<file path="src/rtl/aps_mon_pkg.sv">
package aps_mon_pkg;

  localparam logic [2:0] AIS_CODE = 3'b111;
  localparam logic [2:0] RDI_CODE = 3'b110;

  // strobes from control to datapath
  typedef struct packed {
    logic latchPair;
    logic failSet;
    logic failClr;
    logic aisToggle;
    logic rdiToggle;
    logic forceRdi;
  } ctlStrobe_t;

  // observations from datapath to control
  typedef struct packed {
    logic pairSame;
    logic aSame;
    logic aisCode;
    logic rdiCode;
    logic aisNow;
    logic rdiNow;
  } dpObs_t;

endpackage

</file>
<file path="src/rtl/aps_mon_ctrl.sv">
module aps_mon_ctrl
  import aps_mon_pkg::*;
#(
  parameter int ACCEPT_N    = 3,
  parameter int FAIL_WINDOW = 12,
  parameter int DEF_N       = 5,
  parameter int RDI_HOLD    = 20
) (
  input  logic       clk,
  input  logic       rstN,
  input  logic       frameStb,
  input  logic       losIn,
  input  logic       lofIn,
  input  logic       autoRdiEn,
  input  dpObs_t     obs,
  output ctlStrobe_t ctl
);

  localparam int ACW = $clog2(ACCEPT_N + 1);
  localparam int WW  = $clog2(FAIL_WINDOW + 1);
  localparam int DW  = $clog2(DEF_N + 1);
  localparam int HW  = $clog2(RDI_HOLD + 1);

  // run-length counters: index 0 whole pair, index 1 first byte
  logic [1:0] runSame;
  logic [1:0] runDone;

  assign runSame = {obs.aSame, obs.pairSame};

  for (genvar g = 0; g < 2; g++) begin : gRun
    logic [ACW-1:0] cnt;
    logic [ACW-1:0] cntNext;

    always_comb begin
      if (!runSame[g])
        cntNext = ACW'(1);
      else if (cnt >= ACW'(ACCEPT_N))
        cntNext = cnt;
      else
        cntNext = cnt + ACW'(1);
    end

    always_ff @(posedge clk) begin
      if (!rstN)
        cnt <= '0;
      else if (frameStb)
        cnt <= cntNext;
    end

    assign runDone[g] = frameStb && (cntNext >= ACW'(ACCEPT_N));
  end

  // failure window on the first byte
  logic [WW-1:0] winCnt;
  logic          aStable;

  assign aStable = runDone[1];

  always_ff @(posedge clk) begin
    if (!rstN)
      winCnt <= '0;
    else if (frameStb) begin
      if (aStable)
        winCnt <= '0;
      else if (winCnt < WW'(FAIL_WINDOW))
        winCnt <= winCnt + WW'(1);
    end
  end

  // five-frame persistency: index 0 alarm indication, index 1 remote defect
  logic [1:0] codeMatch;
  logic [1:0] flagNow;
  logic [1:0] flagToggle;

  assign codeMatch = {obs.rdiCode, obs.aisCode};
  assign flagNow   = {obs.rdiNow, obs.aisNow};

  for (genvar g = 0; g < 2; g++) begin : gPersist
    logic [DW-1:0] cnt;
    logic          differs;

    assign differs = codeMatch[g] != flagNow[g];

    always_ff @(posedge clk) begin
      if (!rstN)
        cnt <= '0;
      else if (frameStb) begin
        if (!differs || cnt >= DW'(DEF_N - 1))
          cnt <= '0;
        else
          cnt <= cnt + DW'(1);
      end
    end

    assign flagToggle[g] = frameStb && differs && (cnt >= DW'(DEF_N - 1));
  end

  // remote defect hold-off
  logic [HW-1:0] holdCnt;
  logic          defectNow;

  assign defectNow = losIn || lofIn || obs.aisNow;

  always_ff @(posedge clk) begin
    if (!rstN)
      holdCnt <= '0;
    else if (defectNow)
      holdCnt <= HW'(RDI_HOLD);
    else if (frameStb && holdCnt != '0)
      holdCnt <= holdCnt - HW'(1);
  end

  always_comb begin
    ctl.latchPair = runDone[0];
    ctl.failSet   = frameStb && !aStable && (winCnt >= WW'(FAIL_WINDOW - 1));
    ctl.failClr   = aStable;
    ctl.aisToggle = flagToggle[0];
    ctl.rdiToggle = flagToggle[1];
    ctl.forceRdi  = autoRdiEn && (defectNow || holdCnt != '0);
  end

endmodule

</file>
<file path="src/rtl/aps_mon_dpath.sv">
module aps_mon_dpath
  import aps_mon_pkg::*;
#(
  parameter int BYTE_W = 8
) (
  input  logic              clk,
  input  logic              rstN,
  input  logic              frameStb,
  input  logic [BYTE_W-1:0] rxApsA,
  input  logic [BYTE_W-1:0] rxApsB,
  input  logic              txSrcSel,
  input  logic [BYTE_W-1:0] cfgApsA,
  input  logic [BYTE_W-1:0] cfgApsB,
  input  logic [BYTE_W-1:0] addApsA,
  input  logic [BYTE_W-1:0] addApsB,
  input  ctlStrobe_t        ctl,
  output dpObs_t            obs,
  output logic [BYTE_W-1:0] acceptedA,
  output logic [BYTE_W-1:0] acceptedB,
  output logic              switchFail,
  output logic              lineAis,
  output logic              lineRdi,
  output logic [BYTE_W-1:0] txApsA,
  output logic [BYTE_W-1:0] txApsB
);

  logic [BYTE_W-1:0] prevA;
  logic [BYTE_W-1:0] prevB;

  always_ff @(posedge clk) begin
    if (!rstN) begin
      prevA <= '0;
      prevB <= '0;
    end else if (frameStb) begin
      prevA <= rxApsA;
      prevB <= rxApsB;
    end
  end

  always_comb begin
    obs.aSame    = rxApsA == prevA;
    obs.pairSame = (rxApsA == prevA) && (rxApsB == prevB);
    obs.aisCode  = rxApsB[2:0] == AIS_CODE;
    obs.rdiCode  = rxApsB[2:0] == RDI_CODE;
    obs.aisNow   = lineAis;
    obs.rdiNow   = lineRdi;
  end

  always_ff @(posedge clk) begin
    if (!rstN) begin
      acceptedA <= '0;
      acceptedB <= '0;
    end else if (ctl.latchPair) begin
      acceptedA <= rxApsA;
      acceptedB <= rxApsB;
    end
  end

  always_ff @(posedge clk) begin
    if (!rstN) begin
      switchFail <= 1'b0;
      lineAis    <= 1'b0;
      lineRdi    <= 1'b0;
    end else begin
      if (ctl.failSet)
        switchFail <= 1'b1;
      else if (ctl.failClr)
        switchFail <= 1'b0;
      lineAis <= lineAis ^ ctl.aisToggle;
      lineRdi <= lineRdi ^ ctl.rdiToggle;
    end
  end

  // transmit source and remote defect overwrite
  logic [BYTE_W-1:0] srcA;
  logic [BYTE_W-1:0] srcB;

  always_comb begin
    srcA   = txSrcSel ? addApsA : cfgApsA;
    srcB   = txSrcSel ? addApsB : cfgApsB;
    txApsA = srcA;
    txApsB = ctl.forceRdi ? {srcB[BYTE_W-1:3], RDI_CODE} : srcB;
  end

endmodule

</file>
<file path="src/rtl/aps_line_monitor.sv">
module aps_line_monitor
  import aps_mon_pkg::*;
#(
  parameter int BYTE_W      = 8,
  parameter int ACCEPT_N    = 3,
  parameter int FAIL_WINDOW = 12,
  parameter int DEF_N       = 5,
  parameter int RDI_HOLD    = 20
) (
  input  logic              clk,
  input  logic              rstN,
  input  logic              frameStb,
  input  logic [BYTE_W-1:0] rxApsA,
  input  logic [BYTE_W-1:0] rxApsB,
  input  logic              losIn,
  input  logic              lofIn,
  input  logic              autoRdiEn,
  input  logic              txSrcSel,
  input  logic [BYTE_W-1:0] cfgApsA,
  input  logic [BYTE_W-1:0] cfgApsB,
  input  logic [BYTE_W-1:0] addApsA,
  input  logic [BYTE_W-1:0] addApsB,
  output logic [BYTE_W-1:0] acceptedA,
  output logic [BYTE_W-1:0] acceptedB,
  output logic              switchFail,
  output logic              lineAis,
  output logic              lineRdi,
  output logic [BYTE_W-1:0] txApsA,
  output logic [BYTE_W-1:0] txApsB
);

  ctlStrobe_t ctl;
  dpObs_t     obs;

  aps_mon_ctrl #(
    .ACCEPT_N   (ACCEPT_N),
    .FAIL_WINDOW(FAIL_WINDOW),
    .DEF_N      (DEF_N),
    .RDI_HOLD   (RDI_HOLD)
  ) uCtrl (
    .clk      (clk),
    .rstN     (rstN),
    .frameStb (frameStb),
    .losIn    (losIn),
    .lofIn    (lofIn),
    .autoRdiEn(autoRdiEn),
    .obs      (obs),
    .ctl      (ctl)
  );

  aps_mon_dpath #(
    .BYTE_W(BYTE_W)
  ) uDpath (
    .clk       (clk),
    .rstN      (rstN),
    .frameStb  (frameStb),
    .rxApsA    (rxApsA),
    .rxApsB    (rxApsB),
    .txSrcSel  (txSrcSel),
    .cfgApsA   (cfgApsA),
    .cfgApsB   (cfgApsB),
    .addApsA   (addApsA),
    .addApsB   (addApsB),
    .ctl       (ctl),
    .obs       (obs),
    .acceptedA (acceptedA),
    .acceptedB (acceptedB),
    .switchFail(switchFail),
    .lineAis   (lineAis),
    .lineRdi   (lineRdi),
    .txApsA    (txApsA),
    .txApsB    (txApsB)
  );

endmodule

</file>
<file path="config.mk">
export PLATFORM = sky130hd
export DESIGN_NAME = aps_line_monitor
export DESIGN_NICKNAME = d
export VERILOG_FILES = /design/src/rtl/aps_mon_pkg.sv /design/src/rtl/aps_mon_ctrl.sv /design/src/rtl/aps_mon_dpath.sv /design/src/rtl/aps_line_monitor.sv
export SDC_FILE = /design/constraint.sdc
export NUM_CORES = 1
export LEC_CHECK = 0
export CORE_MARGIN = 4
export CORE_UTILIZATION = 25
export DETAILED_ROUTE_END_ITERATION = 6
export PLACE_DENSITY = 0.56
export SLEW_MARGIN = 10
export SYNTH_ARGS = -nofsm -noshare
export SYNTH_HDL_FRONTEND = slang
export SYNTH_HIERARCHICAL = 1
export SYNTH_SLANG_ARGS = --single-unit
</file>
<file path="constraint.sdc">
create_clock -name clk -period 1.9 [get_ports clk]
set_clock_uncertainty 0.15 [all_clocks]
set_input_delay 0.19 -clock clk [delete_from_list [all_inputs] [get_ports clk]]
set_output_delay 0.19 -clock clk [all_outputs]
set_load 0.01 [all_outputs]
</file>
# Yosys cells after proc, flatten, opt, wreduce, memory -nomap -nowiden
# Index checks and enable logic that the tools add are counted.
[op_classes]
n_mul = 0
shift = 0
n_bitwise = 3
div_mod_pow = 0
n_reduce_logical = 25
eq_ne = 6
n_lt_le_gt_ge = 8
addsub = 6
muxes = 15
[ops]
columns = ["cell", "n"]
rows = [
  ["$eq 8x8->1", 2],
  ["$mux 8", 2],
  ["$logic_and 1x1->1", 11],
  ["$mux 5", 2],
  ["$mux 3", 3],
  ["$ge 2x2->1 const B", 4],
  ["$mux 2", 4],
  ["$mux 4", 2],
  ["$add 3x1->3 const B", 2],
  ["$eq 3x3->1 const B", 2],
  ["$ge 3x3->1 const B", 2],
  ["$reduce_bool 2->1", 3],
  ["$logic_or 1x1->1", 5],
  ["$reduce_bool 5->1", 1],
  ["$sub 5x1->5 const B", 1],
  ["$add 2x1->2 const B", 2],
  ["$add 4x1->4 const B", 1],
  ["$ge 4x4->1 const B", 1],
  ["$lt 4x4->1 const B", 1],
  ["$logic_not 1->1", 3],
  ["$mux 1", 2],
  ["$ne 1x1->1", 2],
  ["$reduce_and 2->1", 1],
  ["$reduce_or 2->1", 1],
  ["2 further kinds", 3],
]
[totals]
word_cells = 77
latch_bits = 0
out_inout_bits = 35
rom_bits = 0
mem_bits_rw = 0
ff_bits = 54
mem_count = 0
input_bits = 55

# Logic depth before layout (Yosys ltp)
[logic_depth]
ltp_word = 9
ltp_mapped = 8
ltp_nobuf = 7

# Hierarchy
# The synthesis kept the hierarchy.
[modules_own_cells]
columns = ["mod", "instances", "area_per_inst_um2", "cells_per_inst", "seq_area_each_um2"]
rows = [
  ["aps_mon_dpath", 1, 1778.0, 160, 700.7],
  ["aps_mon_ctrl", 1, 952.2, 115, 380.4],
]

# Worst setup path before layout
# Ideal clock, no wire load.
[synth_path]
path_kind = "flip-flop to flip-flop"
start = "reg uDpath.prevA[6]"
end = "reg uDpath.acceptedA[0]"
required_time_ps = 1634
n_path_buf = 2
slack_ps = 17
t_arrival_ps = 1617
setup_ps = 116
period_less_slack_ps = 1883
path_stages_with_launch = 9
path_cell_list = "dfxtp_1 -> xnor2_2 -> nand4_1 -> nor4_2 -> and3_1 -> buf_6 -> buf_6 -> mux2i_1 -> nor2b_1"
[synth_rtl]
columns = ["item", "line", "text"]
rows = [
  ["start, declared", "aps_mon_dpath.sv:27", "logic [BYTE_W-1:0] prevA;"],
  ["start signal, assigned", "aps_mon_dpath.sv:35", "prevA <= rxApsA;"],
  ["end signal, assigned", "aps_mon_dpath.sv:54", "acceptedA <= rxApsA;"],
  ["end, declared", "aps_mon_dpath.sv:18", "output logic [BYTE_W-1:0] acceptedA,"],
]

==> flow_summary.yaml <==
outcome:
  status: "complete, but fails checks"
  violations: "negative setup slack"
routing:
  firstDrtPassIters: 4
  drt-vias-per-instance: 4.284
  drt_wl_total_um: 6967
  ant_nets: 0
  wire_per_inst_um: 13.02
  via_count: 2292
  drt_iter0_markers: 59
  drcViolationCount: 0
yosys:
  synthCells: 275
  synth_common_cells: "dfxtp_1, nor2b_1, mux2i_1, nand2_1, xnor2_1"
  synth_cell_types: 42
  yosys_warnings: 6
  post-synth-top-count-cell: "dfxtp_1"
  synth_seq_cells: 54
  synth_flop_cell: "dfxtp_1"
  synth_top_area_share: 0.3960
  seq_area_frac_synth: 0.3960
  syn-cell-area_um2: 2730
  ys_top_cells_by_area: "dfxtp_1, mux2i_1, nor2b_1"
  yosysTopAreaCell: "dfxtp_1"
  syn_nets: 336
  synthArstFlopShare: 0
  avgSynthCellArea_um2: 9.928
  synth_edf_count: 0
clock_network:
  numCtsBuffers: 5
  htree_num_levels: 2
  clock_latency_ps: 300
  cts_buffer_depth: 2
  hold_buffers: 0
  clockRootBuffer: "clkbuf_8"
  cts.sinks: 54
  cts_tree: "done"
  clk_pin_slew_ps: 90
sta:
  finalSetupViolations: 16
  finalMaxSlewViolations: 0
  min_period_ps: 1982
  setup-tns-final_ps: -834.6
  hold_viol: 0
  max_freq_mhz: 504.4
  timing.final.ws_setup_ps: -82.41
  slew_headroom: 0.7656
  rsz0062_at_grt: "true"
  worstMarginPinSlew_ps: 347.1
  finalCritPeriodShare: 1.043
worst_setup_path:
  critPathSlowestCell: "dfxtp_2"
  cp_slowest_stage_delay_ps: 350
  cp-start-kind: "flip-flop"
  crit_required_ps: 1950
  critPathCaptureType: "flip-flop"
  cp_max_fo: 6
  worstPathArrival_ps: 2040
  worst-setup-path-type: "reg -> reg"
  cp_cell_sequence: "xnor2_2, nand4_1, nor4_4, and3_4, buf_6, mux2i_1, nor2b_1"
grt:
  antenna_found_initial: 0
  grt_use_total: 0.1065
  first_global_vias: 2286
  grt_pass1_wl_um: 11210
  grt_overflow: 0
  grt_max_degree: 40
placement:
  io_buffers: 89
  dpl.hpwl_um: 5238
  pre_cts_ws_ps: -499.6
  gp_congestion: 0.7685
layout:
  antenna_cells: 0
  drive_gt1_frac: 0.2281
  syn_to_final_growth_pct: 54.81
  final_nets: 459
power:
  ir_drop_v: 0.0002582
  powerDensity_nw_per_um2: 575.3
  p_leak_nw: 1.734
floorplanning:
  initial_core_util: 0.2609
  row_count: 37
  die_area_um2: 12660
  core-area_um2: 10460
  die_height_um: 112.5
  ios: 90
  die_w_um: 112.5
hold_path:
  hp-class: "in -> reg"
job:
  maxCapViolCount: 0
[kinds of logic after synthesis]
| group | synth area share |
|---|---|
| xor gates and xnor gates | 0.06691 |
| AOI/OAI and AO/OA | 0.07470 |
| DFF | 0.3960 |
| adders and majority gates | 0.02750 |
| muxes | 0.1879 |
| and+or+nand+nor | 0.1902 |
| buffers and inverters | 0.05682 |
[flip-flops by register name, summed over array words and instances (netlist names)]
register / flops
uDpath/lineRdi: 1
uDpath/lineAis: 1
uDpath/prevB: 8
uDpath/acceptedA: 8
uCtrl/winCnt: 4
uCtrl/holdCnt: 5
uCtrl/gPersist.cnt: 6
uDpath/switchFail: 1
uCtrl/gRun.cnt: 4
uDpath/acceptedB: 8
uDpath/prevA: 8
[critical path: cells and delay by family (launching register included)]
family	cells	cell delay, ps
buf+inv	1	150
mux	1	190
xor+xnor	1	140
simple gates	4	900
flops	1	350
[layout make-up]
cell class / count / area (um^2)
repair buffers: 132 / 1232
fillers: 1087 / 6236
multi-input cells: 195 / 1583
well taps: 136 / 170.2
clock inverters: 2 / 37.54
flip-flops and latches: 54 / 1094
inverters: 10 / 37.54
clock buffers: 6 / 72.57
[stage by stage]
step | util | power [mW] | cells | hold slack, ps | instance area (um^2)
after floorplan | - | 1.422 | 275 | 168.2 | 2730
after global placement | 0.3817 | 1.682 | 524 | 317.3 | 3994
after detailed placement | 0.3817 | 1.688 | 524 | 336.3 | 3994
after CTS | 0.3981 | 2.466 | 533 | 86.64 | 4165
after global routing | 0.4040 | 2.552 | 535 | 105.1 | 4227
final | 0.4040 | 2.432 | 535 | 96.63 | 4227
[path summary, 6_finish.rpt]
path	from	to	slack, ps	cells after the start
max reg2reg	uDpath/prevA[6]$_SDFFE_PN0P_	uDpath/acceptedA[4]$_SDFFE_PN0P_	-80	7
max	uDpath/prevA[6]$_SDFFE_PN0P_	uDpath/acceptedA[4]$_SDFFE_PN0P_	-80	7
min reg2reg	uCtrl/gPersist[0].cnt[1]$_SDFFE_PN0P_	uCtrl/gPersist[0].cnt[1]$_SDFFE_PN0P_	340	2
min	frameStb	uCtrl/holdCnt[1]$_SDFFE_PP0P_	100	3
[power by group]
part           internal (mW)  switching, mW  leakage [nW]
clock                  0.394          0.383        0.0514
combinational          0.283          0.176          1.24
sequential              1.17         0.0279         0.444
[repair_timing]
item | 4_1_cts | 5_1_grt
cloned | 1 | 0
pin swaps | 11 | 11
resized for setup | 51 | 15
setup endpoints to repair | 32 | 19
setup buffers | 1 | 2
[cells in the final DEF, fill, tap and decap left out, types with 3 or more instances in the layout]
cell,synthesis,final
clkbuf_8,0,5
and3_1,4,3
dfxtp_2,0,10
dlygate4sd2_1,0,21
inv_1,9,7
a21oi_1,9,9
dfxtp_1,54,44
ha_1,6,5
nand4_1,4,4
o21ai_0,7,7
mux2_2,6,6
nor2_1,12,12
nand2_1,16,16
dlymetal6s2s_1,0,4
nor2b_1,35,35
mux2i_1,34,34
nand4b_1,4,4
xnor2_1,15,10
buf_4,3,39
xnor2_2,1,6
xor2_1,4,4
mux2_4,7,7
clkdlybuf4s50_1,0,60
buf_2,1,3
[routing by layer]
layer	GRT usage	up-vias	routed length, um
li1	-	1187	-
met1	0.1414	1051	3334
met2	0.1768	51	3344
met3	0.02588	3	268
met4	0.02083	0	19
met5	0	-	0
No activity file was read; power rests on OpenSTA's default activity.
